--- src/rtl/adc_pre_pkg.sv ---
package adc_pre_pkg;
  localparam int DIV_W     = 3;
  localparam int CTRL_W    = DIV_W + 1;
  localparam int MAX_SHIFT = 4;
  localparam int SHIFT_W   = 3;
  localparam int CNT_W     = MAX_SHIFT;

  typedef struct packed {
    logic             use_bus;
    logic [DIV_W-1:0] div_code;
  } pre_ctrl_t;

  // Top bit of the code saturates the ratio; otherwise low bits are a shift.
  function automatic logic [SHIFT_W-1:0] code_to_shift(input logic [DIV_W-1:0] code);
    if (code[DIV_W-1]) return SHIFT_W'(MAX_SHIFT);
    return SHIFT_W'(code[DIV_W-2:0]);
  endfunction
endpackage

--- src/rtl/adc_pre_ctrl.sv ---
module adc_pre_ctrl
  import adc_pre_pkg::*;
(
  input  logic      clk,
  input  logic      rst,
  input  logic      wr_en,
  input  pre_ctrl_t wr_data,
  input  logic      conv_busy,
  output pre_ctrl_t shadow,
  output pre_ctrl_t active,
  output logic      restart
);
  logic pend;

  assign restart = !conv_busy && (wr_en || pend);

  always_ff @(posedge clk) begin
    if (rst) begin
      shadow <= '0;
      active <= '0;
      pend   <= 1'b0;
    end else begin
      if (wr_en) shadow <= wr_data;
      if (restart) active <= wr_en ? wr_data : shadow;
      pend <= conv_busy && (pend || wr_en);
    end
  end

  AST_HOLD_WHILE_BUSY: assert property (@(posedge clk) disable iff (rst)
    (!$past(rst) && $past(conv_busy)) |-> $stable(active));

  AST_PENDING_DRAINED: assert property (@(posedge clk) disable iff (rst)
    (!$past(rst) && $past(pend) && !$past(conv_busy)) |-> !pend);

  AST_READBACK_EXACT: assert property (@(posedge clk) disable iff (rst)
    (!$past(rst) && $past(wr_en)) |-> (shadow == $past(wr_data)));
endmodule

--- src/rtl/adc_pre_div.sv ---
module adc_pre_div
  import adc_pre_pkg::*;
#(
  parameter int CW = CNT_W
) (
  input  logic      clk,
  input  logic      rst,
  input  logic      bus_ce,
  input  logic      osc_ce,
  input  pre_ctrl_t active,
  input  logic      restart,
  output logic      conv_ce
);
  logic [CW-1:0]      cnt;
  logic [CW-1:0]      limit;
  logic [SHIFT_W-1:0] shift;
  logic               src_en;
  logic               terminal;

  assign src_en   = active.use_bus ? bus_ce : osc_ce;
  assign shift    = code_to_shift(active.div_code);
  assign limit    = CW'((32'd1 << shift) - 32'd1);
  assign terminal = (cnt == limit);

  always_ff @(posedge clk) begin
    if (rst) begin
      cnt     <= '0;
      conv_ce <= 1'b0;
    end else if (restart) begin
      cnt     <= '0;
      conv_ce <= 1'b0;
    end else if (src_en) begin
      conv_ce <= terminal;
      cnt     <= terminal ? '0 : cnt + CW'(1);
    end else begin
      conv_ce <= 1'b0;
    end
  end

  AST_PULSE_FROM_SOURCE: assert property (@(posedge clk) disable iff (rst)
    conv_ce |-> $past(src_en));

  AST_QUIET_AFTER_APPLY: assert property (@(posedge clk) disable iff (rst)
    (!$past(rst) && $past(restart)) |-> !conv_ce);
endmodule

--- src/rtl/adc_clk_prescaler.sv ---
module adc_clk_prescaler
  import adc_pre_pkg::*;
(
  input  logic              clk,
  input  logic              rst,
  input  logic              bus_ce,
  input  logic              osc_ce,
  input  logic              wr_en,
  input  logic [CTRL_W-1:0] wr_data,
  output logic [CTRL_W-1:0] rd_data,
  input  logic              conv_busy,
  output logic              conv_ce
);
  pre_ctrl_t shadow;
  pre_ctrl_t active;
  logic      restart;

  adc_pre_ctrl u_ctrl (
    .clk       (clk),
    .rst       (rst),
    .wr_en     (wr_en),
    .wr_data   (pre_ctrl_t'(wr_data)),
    .conv_busy (conv_busy),
    .shadow    (shadow),
    .active    (active),
    .restart   (restart)
  );

  adc_pre_div #(.CW(CNT_W)) u_div (
    .clk     (clk),
    .rst     (rst),
    .bus_ce  (bus_ce),
    .osc_ce  (osc_ce),
    .active  (active),
    .restart (restart),
    .conv_ce (conv_ce)
  );

  assign rd_data = shadow;
endmodule

--- config.mk ---
export PLATFORM = sky130hd
export DESIGN_NAME = adc_clk_prescaler
export DESIGN_NICKNAME = d
export VERILOG_FILES = /design/src/rtl/adc_pre_pkg.sv /design/src/rtl/adc_pre_ctrl.sv /design/src/rtl/adc_pre_div.sv /design/src/rtl/adc_clk_prescaler.sv
export SDC_FILE = /design/constraint.sdc
export NUM_CORES = 1
export LEC_CHECK = 0
export BUFFER_PORTS_ARGS = -buffer_cell sky130_fd_sc_hd__buf_4
export CORE_AREA = 2 2 42 44
export CTS_CLUSTER_SIZE = 14
export DETAILED_ROUTE_END_ITERATION = 8
export DIE_AREA = 0 0 44 46
export GPL_TIMING_DRIVEN = 1
export PLACE_DENSITY_LB_ADDON = 0.3
export SKIP_CTS_REPAIR_TIMING = 1
export SLEW_MARGIN = 20
export SYNTH_ARGS = -nofsm -noshare
export SYNTH_HDL_FRONTEND = slang
export SYNTH_SLANG_ARGS = --single-unit
export TNS_END_PERCENT = 1
--- constraint.sdc ---
create_clock -name clk -period 2 [get_ports clk]
set_input_delay 0 -clock clk [delete_from_list [all_inputs] [get_ports clk]]
set_output_delay 0 -clock clk [all_outputs]
set_load 0.02 [all_outputs]
Word-level counts from Yosys, hierarchy flattened. Cells that the tools add are included.

Flip-flop bits (word level): 14. Input port bits: 10. Output and inout bits: 5. Logic and storage cells: 24.

Bitwise operators: 1. Reductions and logical operators: 6. Add/subtract/negate cells: 2. Shifts and indexed selects: 1. Equality and inequality tests: 1. Mux-type cells: 6.

Operators by type and width (number): 2-to-1 mux 4 bit (2); 2-to-1 mux 3 bit (2); adder 4 x 1 -> 4 bit (second input constant) (1); == test 4 bit (1); left shift 1 x 3 -> 4 bit (first input constant) (1); subtractor 4 x 1 -> 4 bit (second input constant) (1); OR reduction 3 bit (1); logical AND 1 bit (2); 2-to-1 mux 1 bit (2); OR reduction 2 bit (1); zero test 1 bit (1); logical OR 1 bit (1); inverter 1 bit (1).

Longest topological paths before layout.
Depth in word-level cells: 6. Mapped depth: 5. Mapped depth without buffers: 4.

By module. From an unflattened synthesis, not the netlist that was laid out.

Cell total of the unflattened synthesis: 58. Area total of the unflattened synthesis: 643.1 um^2.

By module, submodules not included: adc_pre_ctrl (cells an instance 31, seq. area each 180.2 um^2, area each 357.8 um^2, instances 1); adc_pre_div (cells an instance 27, seq. area each 100.1 um^2, area each 285.3 um^2, instances 1).

Worst setup path before layout. OpenSTA, ideal clock, no wires.

Path type: reg-to-reg. Start: register, netlist name u_ctrl.active[2]. End: register u_div.conv_ce. Cell stages (with the launch flop): 5. Clock period less this slack: 1.168 ns. Arrival: 1.108 ns. Path buffers: 0. Library setup time: 0.060 ns. Path slack: 0.832 ns. Required time: 1.940 ns. Cell sequence: dfxtp_1 > nor2_1 > xnor2_1 > nor4_4 > and2_1.

Word-level cells in the longest chain between the ends: 5.

Ends and longest elaborated chain: 2-to-1 mux 1 bit (RTL line adc_pre_pkg.sv:15) `if (code[DIV_W-1]) return SHIFT_W'(MAX_SHIFT);`; 2-to-1 mux 3 bit (RTL line adc_pre_pkg.sv:16) `return SHIFT_W'(code[DIV_W-2:0]);`; left shift 1 x 3 -> 4 bit (RTL line adc_pre_div.sv:22) `assign limit = CW'((32'd1 << shift) - 32'd1);`; subtractor 4 x 1 -> 4 bit (RTL line adc_pre_div.sv:22); == test 4 bit (RTL line adc_pre_div.sv:23) `assign terminal = (cnt == limit);`; to (signal assigned) (RTL line adc_pre_div.sv:33) `conv_ce <= terminal;`; to (decl) (RTL line adc_pre_div.sv:12) `output logic conv_ce`.

No other way between the ends. A chain may end at the register's enable or synchronous reset.

Final worst setup path.
Start: input rst. End: register u_ctrl.pend.

RTL lines: from (decl) (RTL line adc_clk_prescaler.sv:5) `input logic rst,`; to (signal assigned) (RTL line adc_pre_ctrl.sv:25) `pend <= conv_busy && (pend || wr_en);`; to (decl) (RTL line adc_pre_ctrl.sv:13) `logic pend;`.

No word-level cell between the ends.

==> flow_summary.toml <==
[yosys]
synth_edf_count = 0
yosysMostFrequentCell = "dfxtp_1"
ys_ff_latch = 14
synth-main-ff-cell = "dfxtp_1"
netlist.top_cell.by_area = "dfxtp_1"
ys_warn_count = 0
synth.distinct_cells = 19
ys_seq_area_frac = 0.483
syn_area_sq_um = 581
synth_fp_nets = 65
netlist.area_leader.share = 0.483
synth_area_leaders = "dfxtp_1 48%, mux2i_1 8.6%, xnor2_1 7.5%, nor2_1 5.2%, o22a_1 4.5%"
synth.avg_cell_area_sq_um = 10.8
synthTopCellsByCount = "14 x dfxtp_1, 8 x nor2_1, 5 x mux2i_1, 5 x xnor2_1, 4 x nor3_1"
synth_cells = 54
ys_async_sr_fraction = 0

[power_and_ir_drop]
internal_power_uw = 470
power.net_switching_uw = 152
peakVddDrop_mv = 0.503
p_comb_frac = 0.185
seq_power_share = 0.505
total_power_uw = 622
p_per_area_mw_per_mm2 = 821
p_leak_nw = 0.334
clock_power_share = 0.310
switching_share = 0.245

[final_layout]
insertedDiodeCount = 0
final_nets = 85
stdcell_area_sq_um = 758
syn2layout_area_growth_pct = 30.6
finalNonFillerCells = 90
fin_util = 0.470
drive_above_1_share = 0.315

[floorplanning]
die_area_sq_mm = 0.00202
die_w_um = 44
die_h_um = 46
coreArea_sq_mm = 0.00161
initial_utilization = 0.360
io_pins = 15
rows = 15

[placed_design]
io_buffers = 14
dp.cells = 84
dpl-instance-area_sq_um = 702
place.gp.congestion = 0.727
preCtsSetupSlack_ns = 0.755
dp_hpwl_um = 790

[outcome]
outcome = "completed"

[clocking]
clk_pin_slew_worst_paths_ns = 0.08
clk_latency_ns = 0.27
h-tree-depth = 1
cts_made_buffers = 3
cts_tree = "built"
cts_sinks = 14
root_buffer = "clkbuf_4"
clockBufferDepth = 2

[timing]
clock_skew_ns = 0.000801
period_needed_ns = 1.27
hold_viol = 0
worstMarginPinSlew_ns = 0.352
relSlewSlack = 0.764
finalSetupViolations = 0
slew_viol_final = 0
period_share = 0.636
hold-worst-slack_ns = 0.00877
fin_setup_tns_ns = 0
clock.fmax_mhz = 786
setup_slack_ns = 0.728
rsz0062_at_grt = "false"

[detailed_routing]
drt_pre_antenna_iters = 2
wirelength_um = 995
viasPerCell = 4.87
wl_per_cell_um = 11.1
route.vias.total = 438
ant_nets = 0
drtIter0Drc = 4
drc_errors = 0

[setup_path]
start_kind = "input pin"
critPathCaptureType = "flip-flop"
crit_top_cell = "dlygate4sd3_1"
crit_required_ns = 2.22
critPathMaxFanout = 7
worstPathArrival_ns = 1.49
crit_chain = "dlygate4sd3_1 > buf_4 > nor3b_1 > dlygate4sd3_1"
slowest_delay_ns = 0.59
critPathKind = "input pin to flip-flop"
slowest_stage = "dlygate4sd3_1"

[global_routing]
grt_max_degree = 9
grt_pass1_wl_um = 1610
grt-ovfl-total = 0
grt.total_usage = 0.115
grt_pass1_vias = 366
antenna_found_initial = 0

[worst_hold_path]
hold_class = "input pin to flip-flop"

[job]
drv_cap = 0
==> worst max-delay path, delay by kind of cell <==
family	cells	cell delay, ns
buffers and inverters	3	1.28
AND/OR/NAND/NOR	1	0.21
==> area by class of cell <==
class	instances	area, sq um
fillers	160	856
multi-input cells	39	295
flip-flops and latches	14	280
repair buffers	16	125
clock buffers	4	36.3
well taps	17	21.3
==> state kept, by name (all words and copies together), names as in the netlist <==
name and flops:
u_div.conv_ce 1, u_ctrl.shadow 4, u_ctrl.active 4, u_div.cnt 4, u_ctrl.pend 1
==> power groups by stage <==
| stage | logic [mW] | registers (mW) | clock network (mW) |
|---|---|---|---|
| floorplan | 0.0745 | 0.325 | 0 |
| global placement | 0.112 | 0.321 | 0 |
| detailed placement | 0.114 | 0.321 | 0 |
| CTS | 0.114 | 0.315 | 0.201 |
| global route | 0.127 | 0.317 | 0.212 |
| finish | 0.115 | 0.314 | 0.193 |
==> layer usage <==
layer,vias to the layer above,track usage,share of wire
met5,-,0,0
li1,225,-,-
met2,12,0.165,0.46
met3,4,0.0397,0.051
met1,197,0.139,0.46
met4,0,0.0909,0.032
==> kinds of logic (layout without fill, tap and decap cells) <==
group,Yosys count,in the layout,synth area share
mux,6,6,0.112
compound gates,5,5,0.0711
fa+ha+maj,1,1,0.0215
flops,14,14,0.483
buf+inv,1,20,0.00861
simple gates,20,20,0.198
xor+xnor,7,7,0.106
==> path summary, 6_finish.rpt <==
kind | startpoint | to | slack, ns | depth (start not counted)
worst min-delay path | wr_data[0] | u_ctrl.shadow[0] | 0.009 | 3
worst max register to register | u_ctrl.active[2] | u_div.conv_ce | 0.75 | 4
worst min register to register | u_ctrl.active[3] | u_ctrl.active[3] | 0.53 | 1
worst max-delay path | rst | u_ctrl.pend | 0.73 | 4
==> layout by cell type, fill, tap and decap left out, drive strengths merged <==
cell | netlist | layout
mux2 | 1 | 1
nor2 | 8 | 8
and2 | 1 | 1
xor2 | 2 | 2
nand2 | 2 | 2
o22a | 4 | 4
dfxtp | 14 | 14
or2 | 1 | 1
nor4 | 1 | 1
xnor2 | 5 | 5
nor3 | 5 | 5
nand4 | 1 | 1
a21oi | 1 | 1
clkbuf | 0 | 4
ha | 1 | 1
buf | 1 | 14
nor3b | 1 | 1
mux2i | 5 | 5
dlygate4sd3 | 0 | 2
No activity file was read; power rests on OpenSTA's default activity.
